==> config.mk <==
export PLATFORM = sky130hd
export DESIGN_NAME = gpio_ovr_port
export DESIGN_NICKNAME = d
export VERILOG_FILES = /design/src/rtl/gpio_ovr_pkg.sv /design/src/rtl/gpio_ovr_sync.sv /design/src/rtl/gpio_ovr_regs.sv /design/src/rtl/gpio_ovr_pinmux.sv /design/src/rtl/gpio_ovr_port.sv
export SDC_FILE = /design/constraint.sdc
export NUM_CORES = 1
export LEC_CHECK = 0
export BUFFER_PORTS_ARGS = -buffer_cell sky130_fd_sc_hd__buf_2
export CORE_AREA = 2 2 62 70
export CTS_BUF_LIST = sky130_fd_sc_hd__clkbuf_8
export DETAILED_ROUTE_END_ITERATION = 8
export DIE_AREA = 0 0 64 72
export MAX_ROUTING_LAYER = met4
export PLACE_DENSITY = 0.64
export SLEW_MARGIN = 10
export SYNTH_ARGS = -nofsm -noshare
export SYNTH_HDL_FRONTEND = slang
export SYNTH_SLANG_ARGS = --single-unit
==> constraint.sdc <==
create_clock -name clk -period 1.4 [get_ports clk]
set_input_delay 0.14 -clock clk [delete_from_list [all_inputs] [get_ports clk]]
set_output_delay 0.14 -clock clk [all_outputs]
set_load 0.1 [all_outputs]
==> src/rtl/gpio_ovr_pkg.sv <==
package gpio_ovr_pkg;
    localparam int unsigned DW = 8;
    typedef logic [DW-1:0] word_t;
    typedef enum logic [1:0] {
        SEL_PORT = 2'd0,
        SEL_LAT  = 2'd1,
        SEL_DIR  = 2'd2,
        SEL_ANA  = 2'd3
    } sel_e;
    typedef struct packed {
        word_t lat;
        word_t dir;
        word_t ana;
    } cfg_t;
endpackage

==> src/rtl/gpio_ovr_sync.sv <==
module gpio_ovr_sync #(
    parameter int W      = 8,
    parameter int STAGES = 2
) (
    input  logic         clk,
    input  logic         rst_n,
    input  logic [W-1:0] d,
    output logic [W-1:0] q
);
    logic [STAGES-1:0][W-1:0] st_d, st_q;

    always_comb begin
        st_d[0] = d;
        for (int s = 1; s < STAGES; s++) st_d[s] = st_q[s-1];
    end

    always_ff @(posedge clk or negedge rst_n) begin
        if (!rst_n) st_q <= '0;
        else        st_q <= st_d;
    end

    assign q = st_q[STAGES-1];
endmodule

==> src/rtl/gpio_ovr_regs.sv <==
module gpio_ovr_regs
    import gpio_ovr_pkg::*;
#(
    parameter word_t PIN_MASK = 8'hFE
) (
    input  logic       clk,
    input  logic       rst_n,
    input  logic       we,
    input  logic [1:0] addr,
    input  word_t      wdata,
    output cfg_t       cfg_o
);
    cfg_t c_d, c_q;

    always_comb begin
        c_d = c_q;
        if (we) begin
            case (sel_e'(addr))
                SEL_PORT, SEL_LAT: c_d.lat = wdata & PIN_MASK;
                SEL_DIR:           c_d.dir = wdata & PIN_MASK;
                SEL_ANA:           c_d.ana = wdata & PIN_MASK;
                default:           c_d = c_q;
            endcase
        end
    end

    always_ff @(posedge clk or negedge rst_n) begin
        if (!rst_n) begin
            c_q.lat <= '0;
            c_q.dir <= PIN_MASK;
            c_q.ana <= PIN_MASK;
        end else begin
            c_q <= c_d;
        end
    end

    assign cfg_o = c_q;
endmodule

==> src/rtl/gpio_ovr_pinmux.sv <==
module gpio_ovr_pinmux
    import gpio_ovr_pkg::*;
#(
    parameter int LOW_PIN  = 1,
    parameter int CMPA_PIN = 1,
    parameter int CMPB_PIN = 2,
    parameter int VREF_PIN = 5
) (
    input  cfg_t       cfg,
    input  word_t      pad_sync,
    input  logic [1:0] cmp_en,
    input  logic [1:0] cmp_val,
    input  logic       vref_en,
    output word_t      pad_oe,
    output word_t      pad_do,
    output word_t      port_rd
);
    for (genvar i = 0; i < DW; i++) begin : g_pin
        if (i < LOW_PIN) begin : g_absent
            logic unused_absent;
            assign unused_absent = ^{pad_sync[i], cfg.lat[i], cfg.dir[i], cfg.ana[i]};
            assign pad_oe[i]  = 1'b0;
            assign pad_do[i]  = 1'b0;
            assign port_rd[i] = 1'b0;
        end else begin : g_live
            logic vref_here, cmp_here, cmp_bit;
            if (i == VREF_PIN) begin : g_vref
                assign vref_here = vref_en;
            end else begin : g_novref
                assign vref_here = 1'b0;
            end
            if (i == CMPA_PIN) begin : g_cmpa
                assign cmp_here = cmp_en[0];
                assign cmp_bit  = cmp_val[0];
            end else if (i == CMPB_PIN) begin : g_cmpb
                assign cmp_here = cmp_en[1];
                assign cmp_bit  = cmp_val[1];
            end else begin : g_nocmp
                assign cmp_here = 1'b0;
                assign cmp_bit  = 1'b0;
            end
            assign pad_oe[i]  = ~cfg.dir[i] & ~vref_here;
            assign pad_do[i]  = vref_here ? 1'b0 : (cmp_here ? cmp_bit : cfg.lat[i]);
            assign port_rd[i] = pad_sync[i] & ~cfg.ana[i] & ~vref_here;
        end
    end
endmodule

==> src/rtl/gpio_ovr_port.sv <==
module gpio_ovr_port
    import gpio_ovr_pkg::*;
#(
    parameter int LOW_PIN     = 1,
    parameter int CMPA_PIN    = 1,
    parameter int CMPB_PIN    = 2,
    parameter int VREF_PIN    = 5,
    parameter int SYNC_STAGES = 2
) (
    input  logic       clk,
    input  logic       rst_n,
    input  logic       bus_we,
    input  logic [1:0] bus_addr,
    input  logic [7:0] bus_wdata,
    output logic [7:0] bus_rdata,
    input  logic [7:0] pad_in,
    output logic [7:0] pad_oe,
    output logic [7:0] pad_do,
    input  logic [1:0] cmp_en,
    input  logic [1:0] cmp_val,
    input  logic       vref_en
);
    localparam word_t PIN_MASK = ~word_t'((1 << LOW_PIN) - 1);

    cfg_t  cfg;
    word_t sync_q;
    word_t port_rd;

    gpio_ovr_regs #(.PIN_MASK(PIN_MASK)) regs_i (
        .clk(clk), .rst_n(rst_n), .we(bus_we), .addr(bus_addr),
        .wdata(bus_wdata), .cfg_o(cfg)
    );

    gpio_ovr_sync #(.W(DW), .STAGES(SYNC_STAGES)) sync_i (
        .clk(clk), .rst_n(rst_n), .d(pad_in & PIN_MASK), .q(sync_q)
    );

    gpio_ovr_pinmux #(
        .LOW_PIN(LOW_PIN), .CMPA_PIN(CMPA_PIN),
        .CMPB_PIN(CMPB_PIN), .VREF_PIN(VREF_PIN)
    ) mux_i (
        .cfg(cfg), .pad_sync(sync_q), .cmp_en(cmp_en), .cmp_val(cmp_val),
        .vref_en(vref_en), .pad_oe(pad_oe), .pad_do(pad_do), .port_rd(port_rd)
    );

    always_comb begin
        case (sel_e'(bus_addr))
            SEL_PORT: bus_rdata = port_rd;
            SEL_LAT:  bus_rdata = cfg.lat;
            SEL_DIR:  bus_rdata = cfg.dir;
            SEL_ANA:  bus_rdata = cfg.ana;
            default:  bus_rdata = '0;
        endcase
    end
endmodule

=== After elaboration in Yosys (flattened, before gate mapping) ===
Index checks and enable logic that the tools add are counted.

* Eq/ne operators: 3
* Multiplexer cells: 4
* Bitwise operators: 24
* Reduce and logical (&&, ||, !) cells: 5

{| class="wikitable"
|+ Operators by type and width
! kind !! count
|-
| 8-bit one-hot mux with 4 select lines || 1
|-
| 1-bit inverter || 15
|-
| 1-bit bitwise AND || 9
|-
| 2-bit AND reduction || 3
|-
| 2-bit == test (second input constant) || 2
|-
| 1-bit 2-to-1 mux || 3
|-
| 2-bit by 1-bit == test with 1-bit output (second input constant) || 1
|-
| 2-bit zero test || 1
|-
| 2-bit OR reduction || 1
|}

* Register bits: 35
* Output and inout port bits: 24
* Logic and storage cells: 41

=== Depth between registers and ports, before layout ===
Gate-level depths: netlist of run 1.

* Depth after elaboration: 4
* Mapped depth: 3

=== Hierarchy ===
A second synthesis of run 1 with hierarchy kept.

* Cell total of the unflattened synthesis: 102
* Area, all modules: 1609.0 um2

{| class="wikitable"
|+ Modules (own cells, without submodules)
! module !! times used !! cells an instance !! area each (um2) !! seq. area each (um2)
|-
| gpio_ovr_regs || 1 || 50 || 844.6 || 543.0
|-
| gpio_ovr_sync || 1 || 16 || 400.4 || 400.4
|-
| gpio_ovr_port || 1 || 11 || 200.2 || 0.0
|-
| gpio_ovr_pinmux || 1 || 25 || 163.9 || 0.0
|}

=== Worst setup path after synthesis of run 1 ===
OpenSTA, ideal clock, no wires.

* Kind: reg2out
* From: register regs_i.c_q, in the netlist regs_i.cfg_o[5]
* To: output bus_rdata[5]
* Arrival: 2.416 ns
* Path slack: -1.156 ns
* Cell stages (with the launch flop): 3
* Path buffers: 0
* Cell sequence: dfstp_2 > or4b_1 > a22oi_1

* Word-level cells in the longest chain between the ends: 4

{| class="wikitable"
|+ Ends and longest elaborated chain
! what !! RTL line !! text
|-
| start, declared || gpio_ovr_regs.sv:13 || <nowiki>cfg_t c_d, c_q;</nowiki>
|-
| 1-bit inverter || gpio_ovr_pinmux.sv:44 || <nowiki>assign port_rd[i] = pad_sync[i] & ~cfg.ana[i] & ~vref_here;</nowiki>
|-
| 1-bit bitwise AND (2 in a row) || gpio_ovr_pinmux.sv:44 ||
|-
| 8-bit one-hot mux with 4 select lines * || gpio_ovr_port.sv:47 || <nowiki>case (sel_e'(bus_addr))</nowiki>
|-
| end, declared || gpio_ovr_port.sv:15 || <nowiki>output logic [7:0] bus_rdata,</nowiki>
|}

Mark *: on every way between the ends. The rest lies on a longest branch, timed or not. The select of a mux whose other input is x is not followed.

=== Worst setup path in the final report of run 1 ===
Same ends and word-level chain as after synthesis.

==> results of run 1 <==
[sequential cells by signal, indices dropped and copies added (netlist names)]
register and count:
sync_i.q 7, sync_i.st_d 7, regs_i.cfg_o 21
[cells by family (layout without fill, tap and decap cells)]
family	after synthesis	after routing	synth area share [%]
simple gates	12	12	6.23
compound gates	2	2	0.820
buf+inv	16	76	6.48
flops	35	35	58.5
mux	30	30	27.7
other cells	1	3	0.246
[worst max-delay path by stage]
stage / from / to / slack, ns
floorplan: regs_i.cfg_o[5] / bus_rdata[5] / -0.52
global placement: bus_addr[0] / bus_rdata[5] / -0.09
detailed placement: bus_addr[0] / bus_rdata[5] / -0.12
CTS: regs_i.cfg_o[5] / bus_rdata[5] / -0.32
global route: regs_i.cfg_o[5] / bus_rdata[5] / -0.33
finish: regs_i.cfg_o[5] / bus_rdata[5] / -0.29
[stage by stage]
step                area (µm²)  hold slack [ns]  cells  utilization, %  total power [mW]
finish                    2050            0.117    210            52.9              3.43
floorplan                 1530           -0.156     98               -              2.38
global route              2050            0.115    210            52.9              3.58
global placement          1820            0.237    193            46.9              2.59
CTS                       2040            0.108    210            52.7              3.47
detailed placement        1820            0.248    193            46.9              2.62
[worst reg2reg max path, stage by stage (launching register included)]
cell	delay (ns)
dfstp_2	0.53
buf_4	0.10
mux2_2	0.14
[cell usage after synthesis, drive strengths merged]
library cell  instances
a21oi                 1
a22oi                 1
and2b                 1
buf                  10
conb                  1
dfrtp                21
dfstp                14
inv                   6
mux2                 23
mux2i                 1
mux4                  6
nand3                 1
nand3b                1
nor2                  1
nor2b                 7
or4b                  1
[timing repair]
item                       CTS  global route
hold buffers                 8             0
buffers inserted             1             0
hold endpoints to repair    28             0
setup endpoints to repair    7            10
resized for setup           12             4
pin swaps                    1             0
[routing by layer]
layer	global-route usage [%]	vias to the layer above
met3	4.34	4
li1	-	442
met2	24.9	35
met1	15.7	480
met4	6.52	0
met5	-	-
[area by class of cell]
class / count / area (µm²)
repair buffers: 62 / 435
clock buffers: 7 / 96.3
inverters: 6 / 22.5
multi-input cells: 47 / 533
well taps: 52 / 65.1
clock inverters: 1 / 3.75
fillers: 338 / 1820
flip-flops and latches: 35 / 893
[report_power, final]
group          switching (mW)  total [mW]  internal [mW]
combinational            1.01        1.41          0.392
clock                   0.312       0.753          0.441
sequential             0.0754        1.27           1.20
total                    1.40        3.43           2.03
==> impl_metrics.json, run 1 <==
{
  "gp_congestion": 0.658,
  "met3_length_um": 154,
  "route.met2.wl_um": 1460,
  "path_max_fanout": 2,
  "violations": "setup timing",
  "cellPowerDensity_nw_per_um2": 1670,
  "hp-class": "primary input to register",
  "top_layer": "met4",
  "cts_sinks": 35,
  "post_drt_wl_per_cell_um": 13.6,
  "max_freq_mhz": 590,
  "slowest_delay_ns": 0.48,
  "hp-start": "bus_wdata[4]",
  "vias": 961,
  "cp_cell_sequence": "or4b_1 > a22oi_2 > buf_12",
  "setup_violations": 7,
  "path_buf_inv": 1,
  "drive_above_1_share_pct": 69.0,
  "setup_slack_ns": -0.294,
  "status": "finished with violations",
  "cp_top_family": "simple AND/OR/NAND/NOR gates",
  "yosysSeqAreaShare_pct": 58.5,
  "syn_avg_cell_area_um2": 15.9,
  "crit_type": "register to output port",
  "r2r_end": "regs_i.cfg_o[7]",
  "post-dp-hpwl_um": 2090,
  "clk_pin_slew_ns": 0.06,
  "clkLatencyLatePin_ns": 0.28,
  "routed_via_density": 4.58,
  "initial_core_util_pct": 39.4,
  "end_kind": "output port",
  "std_cell_rows": 24,
  "period_needed_ns": 1.69,
  "drt_first_pass_iters": 4,
  "slew_violations": 0,
  "hold_path_end": "regs_i.cfg_o[20]",
  "numCtsBuffers": 5,
  "rsz0062_at_grt": "yes",
  "cts_tree": "done",
  "finalSetupTns_ns": -1.82,
  "rrSetupSlack_ns": 0.57,
  "r2r-start": "regs_i.cfg_o[7]",
  "die-area_um2": 4610,
  "fp.dieW_um": 64,
  "grt_max_degree": 36,
  "ios": 50,
  "wl_met1_um": 1210,
  "ir_drop_v": 0.00109,
  "clock_path_buffers": 2,
  "drtIter0Drc": 37,
  "finalNetCount": 183,
  "hold_depth": 2,
  "coreArea_um2": 3870,
  "synth_cell_types": 19,
  "syn_area_um2": 1530,
  "track_usage_pct": 14.6,
  "post-route-period-util_pct": 121,
  "p_leak_nw": 0.951,
  "layout_common_cells": "34 x buf_2, 23 x mux2_2, 21 x dfrtp_1, 14 x dfstp_2, 11 x buf_4",
  "ys_ff_latch": 35,
  "grt_pass1_wl_um": 4840,
  "hold_viol_final": 0,
  "yosysTopAreaCell": "dfrtp_1",
  "yosys_warnings": 0,
  "cpMaxStageDelayCell": "or4b_1",
  "cp.depth": 3,
  "antenna_cells": 0,
  "grt_pass1_vias": 1065,
  "drcViolationCount": 0,
  "synth_cells": 96,
  "syn_to_final_growth_pct": 34.3,
  "drv_cap": 0,
  "worst_pin_slew_ns": 0.744,
  "final_common_cell": "buf_2",
  "reg2reg_depth": 2,
  "arrival_ns": 1.55,
  "final_antenna_net_count": 0,
  "ys_top_cells_by_area": "dfrtp_1 34%, dfstp_2 24%, mux2_2 17%, mux4_1 8.6%, buf_4 3.9%",
  "grt_antenna_before_repair": 0,
  "post-synth-top-area-fraction_pct": 34.4,
  "grt_overflow_total": 0,
  "die_height_um": 72,
  "slew_headroom_pct": 50.4,
  "totalWireLength_um": 2850,
  "crit_path_start_kind": "register",
  "fin_skew_ns": 0.00245,
  "crit_required_ns": 1.26,
  "cts-root-buf": "clkbuf_8",
  "post-place-ws_ns": -0.115,
  "cts_max_level": 2,
  "numPortBuffers": 44
}
Note: power is estimated with default switching activity, not from simulation.
==> run 2: changes to the inputs <==
Settings changed: CELL_PAD_IN_SITES_DETAIL_PLACEMENT set to 0, CELL_PAD_IN_SITES_GLOBAL_PLACEMENT set to 1, PLACE_DENSITY 0.64 to 0.77.
==> impl_metrics.json, run 2 (synthesis results as in run 1) <==
{
  "drv_cap": 0,
  "grt_overflow_total": 0,
  "final_common_cell": "buf_2",
  "rsz0062_at_grt": "yes",
  "totalWireLength_um": 2940,
  "path_max_fanout": 2,
  "cpMaxStageDelayCell": "or4b_4",
  "die_height_um": 72,
  "setup_violations": 7,
  "crit_type": "register to output port",
  "grt_pass1_vias": 1072,
  "antenna_cells": 0,
  "final_area_um2": 2130,
  "violations": "setup timing",
  "hp-class": "primary input to register",
  "cts_sinks": 35,
  "layout_common_cells": "34 x buf_2, 23 x mux2_2, 21 x dfrtp_1, 14 x dfstp_2, 12 x buf_4",
  "setup_slack_ns": -0.302,
  "std_cell_rows": 24,
  "clkLatencyLatePin_ns": 0.29,
  "fin_skew_ns": 0.00484,
  "cts_max_level": 2,
  "post-place-ws_ns": -0.0587,
  "internal_power_mw": 2.02,
  "drcViolationCount": 0,
  "status": "finished with violations",
  "hold_slack_ns": 0.113,
  "finalNetCount": 187,
  "numCtsBuffers": 5,
  "grt_antenna_before_repair": 0,
  "cellPowerDensity_nw_per_um2": 1630,
  "clk_pin_slew_ns": 0.07,
  "gp_congestion": 0.681,
  "clock_path_buffers": 2,
  "p_sw_share_pct": 41.7,
  "initial_core_util_pct": 39.4,
  "p_leak_nw": 0.983,
  "slowest_delay_ns": 0.47,
  "grt_max_degree": 36,
  "arrival_ns": 1.56,
  "final_antenna_net_count": 0,
  "numPortBuffers": 44,
  "pwr-share-comb_pct": 42.0,
  "cp_cell_sequence": "or4b_4 > a22oi_2 > buf_12",
  "ir_drop_v": 0.000705,
  "max_freq_mhz": 588,
  "drt_first_pass_iters": 3,
  "cts-root-buf": "clkbuf_8",
  "hold_viol_final": 0,
  "cts_tree": "done",
  "post_drt_wl_per_cell_um": 13.8,
  "track_usage_pct": 14.9,
  "ios": 50,
  "post-dp-hpwl_um": 2130,
  "drive_above_1_share_pct": 70.8,
  "dpl_cell_area_um2": 1880,
  "syn_to_final_growth_pct": 39.3,
  "switching_power_mw": 1.44,
  "power_frac_clock_pct": 21.2,
  "fin_util_pct": 54.9,
  "post-route-period-util_pct": 122,
  "slew_violations": 0,
  "die-area_um2": 4610,
  "fp.dieW_um": 64,
  "vias": 973,
  "coreArea_um2": 3870,
  "period_needed_ns": 1.70,
  "crit_path_start_kind": "register",
  "grt_pass1_wl_um": 4840,
  "routed_via_density": 4.57,
  "drtIter0Drc": 30,
  "seqPwrFrac_pct": 36.8,
  "end_kind": "output port",
  "largest_reg_flops": 21,
  "crit_required_ns": 1.26
}
==> run 2: cell types whose count changed in the layout (fill, tap and decap cells not counted) <==
cell      previous run  this run
buf_6                6         4
clkbuf_8             7         6
buf_4               11        12
or4b_1               1         0
or4b_4               0         1
clkinv_2             0         1
buf_12               1         6
inv_1                7         6
==> run 2: repair_timing <==
| item | 4_1_cts | 5_1_grt |
|---|---|---|
| hold buffers | 8 | 0 |
| setup buffers | 1 | 1 |
| endpoints found under the setup margin | 7 | 10 |
| endpoints found under the hold margin | 28 | 0 |
| gates resized for setup | 14 | 7 |
| pin swaps | 1 | 0 |
==> run 2: area by class of cell <==
type	instances	area [µm²]
timing repair buffer	66	520
clock inverter	1	5.00
clock buffer	6	82.6
inverter	6	22.5
sequential	35	893
tap	52	65.1
multi-input combinational	47	537
fill	322	1750
==> run 2: metrics by stage <==
step	setup TNS, ns	instances	power, mW
3_5_place_dp	-0.326	196	2.63
3_3_place_gp	-0.223	196	2.60
2_1_floorplan	-0.559	98	2.38
6_report	-1.91	213	3.46
5_1_grt	-2.21	213	3.59
4_1_cts	-2.01	212	3.46
==> run 2: final timing paths <==
check,depth (start not counted),to,slack (ns),start
setup / recovery,3,bus_rdata[5],-0.30,regs_i.cfg_o[5]
hold / removal,2,regs_i.cfg_o[1],0.11,bus_wdata[1]
setup reg to reg,2,regs_i.cfg_o[5],0.57,regs_i.cfg_o[5]
hold reg to reg,0,sync_i.q[1],0.34,sync_i.st_d[9]
max in group asynchronous,3,regs_i.cfg_o[15],0.81,rst_n
min in group asynchronous,3,sync_i.q[2],0.33,rst_n
==> run 2: metal layers <==
metal / vias up / routed length, µm / global-route usage [%]
li1: 454 / - / -
met2: 31 / 1540 / 25.3
met3: 6 / 181 / 5.58
met5: - / 0 / -
met1: 482 / 1150 / 14.5
met4: 0 / 70 / 8.45
==> run 2: power by group through the flow <==
stage / Combinational (mW) / Clock (mW) / Sequential, mW
2_1_floorplan: 1.11 / 0 / 1.27
3_3_place_gp: 1.32 / 0 / 1.28
3_5_place_dp: 1.34 / 0 / 1.29
4_1_cts: 1.43 / 0.750 / 1.27
5_1_grt: 1.51 / 0.787 / 1.29
6_report: 1.45 / 0.733 / 1.27
==> run 2: worst max-delay path: cells and delay by family (launching register included) <==
family / cells / cell delay [ns]
flops: 1 / 0.37
compound gates: 1 / 0.22
buf+inv: 1 / 0.20
simple gates: 1 / 0.47
==> run 3: changes to the inputs <==
Settings changed: RECOVER_POWER set to 100.
==> impl_metrics.json, run 3 (synthesis results as in run 1) <==
{
  "met3_length_um": 192,
  "final_area_um2": 2070,
  "path_max_fanout": 2,
  "instances_no_fill": 213,
  "ir_drop_v": 0.000704,
  "drive_above_1_share_pct": 67.7,
  "reg2reg_depth": 2,
  "p_leak_nw": 0.951,
  "total_power_mw": 3.44,
  "die-area_um2": 4610,
  "drcViolationCount": 0,
  "arrival_ns": 1.56,
  "worst_pin_slew_ns": 0.849,
  "clk_pin_slew_ns": 0.07,
  "cellPowerDensity_nw_per_um2": 1660,
  "numPortBuffers": 44,
  "hold_slack_ns": 0.113,
  "period_needed_ns": 1.70,
  "grt_pass1_wl_um": 4840,
  "drv_cap": 0,
  "coreArea_um2": 3870,
  "wl_met1_um": 1100,
  "rsz0062_at_grt": "yes",
  "syn_to_final_growth_pct": 35.7,
  "route.met2.wl_um": 1550,
  "totalWireLength_um": 2920,
  "r2r-start": "regs_i.cfg_o[5]",
  "dpl_cell_area_um2": 1880,
  "antenna_cells": 0,
  "fin_util_pct": 53.5,
  "fin_skew_ns": 0.00472,
  "track_usage_pct": 14.9,
  "cts-root-buf": "clkbuf_8",
  "clkLatencyLatePin_ns": 0.29,
  "numCtsBuffers": 5,
  "drt_first_pass_iters": 3,
  "die_height_um": 72,
  "crit_required_ns": 1.26,
  "path_buf_inv": 1,
  "r2r_end": "regs_i.cfg_o[5]",
  "end_kind": "output port",
  "dpl.cell_count": 196,
  "slowest_delay_ns": 0.47,
  "cp-startpoint": "regs_i.cfg_o[5]",
  "hold_viol_final": 0,
  "cp_top_family": "simple AND/OR/NAND/NOR gates",
  "ios": 50,
  "setup_slack_ns": -0.301,
  "initial_core_util_pct": 39.4,
  "cpMaxStageDelayCell": "or4b_4",
  "cp-endpoint": "bus_rdata[5]",
  "max_freq_mhz": 588,
  "clock_path_buffers": 2,
  "gp_congestion": 0.681,
  "post_drt_wl_per_cell_um": 13.7,
  "slew_violations": 0,
  "rrSetupSlack_ns": 0.57,
  "fp.dieW_um": 64,
  "setup_violations": 7,
  "vias": 976,
  "cts_sinks": 35,
  "largest_reg_flops": 21,
  "post-dp-hpwl_um": 2130,
  "layout_common_cells": "23 x mux2_2, 21 x buf_2, 21 x dfrtp_1, 14 x dfstp_2, 13 x clkbuf_2",
  "routed_via_density": 4.58,
  "cp.depth": 3,
  "final_antenna_net_count": 0,
  "cp_cell_sequence": "or4b_4 > a22oi_2 > buf_12",
  "crit_path_start_kind": "register",
  "post-place-ws_ns": -0.0587,
  "status": "finished with violations",
  "grt_overflow_total": 0,
  "finalNetCount": 187,
  "post-route-period-util_pct": 122,
  "final_common_cell": "mux2_2",
  "grt_pass1_vias": 1072,
  "top_layer": "met4",
  "hp-class": "primary input to register",
  "grt_max_degree": 36,
  "violations": "setup timing",
  "cts_tree": "done",
  "crit_type": "register to output port",
  "grt_antenna_before_repair": 0,
  "drtIter0Drc": 15,
  "finalSetupTns_ns": -1.91,
  "std_cell_rows": 24,
  "cts_max_level": 2,
  "slew_headroom_pct": 43.4
}
## run 3: changes by cell type in the layout (fill, tap and decap cells not counted), sizes merged
| cell | before | now |
|---|---|---|
| buf | 56 | 40 |
| clkbuf | 8 | 24 |
## run 3: final cells by class
cell class              instances  area [µm²]
repair buffers                 66         484
fillers                       332        1800
well taps                      52        65.1
clock inverters                 1        5.00
multi-input cells              47         519
inverters                       6        22.5
flip-flops and latches         35         893
clock buffers                   6        82.6
## run 3: report_power, final
group          switching [mW]  internal (mW)  leakage (nW)  total, mW
Clock                   0.345          0.385        0.0470      0.731
Sequential             0.0765           1.20         0.392       1.27
Combinational            1.01          0.419         0.512       1.43
Total                    1.44           2.00         0.951       3.44
## run 3: how the worst min path moves through the flow
stage / startpoint / to / slack (ns) / depth (start not counted)
global route: bus_wdata[3] / regs_i.cfg_o[11] / 0.11 / 2
CTS: bus_wdata[7] / regs_i.cfg_o[7] / 0.11 / 2
floorplan: rst_n / regs_i.cfg_o[17] / -0.16 / 0
global placement: rst_n / sync_i.q[2] / 0.11 / 2
detailed placement: rst_n / sync_i.q[2] / 0.11 / 2
finish: bus_wdata[1] / regs_i.cfg_o[1] / 0.11 / 2
## run 3: timing repair
action                                  4_1_cts  5_1_grt
gates resized for setup                      14        7
endpoints found under the hold margin        28        0
endpoints found under the setup margin        7       10
buffers inserted                              1        1
pin swaps                                     1        0
hold buffers                                  8        0
## run 3: layer usage
layer  global-route usage (%)  vias up
li1                         -      451
met3                     5.58        6
met4                     8.45        0
met5                        -        -
met1                     14.5      486
met2                     25.3       33
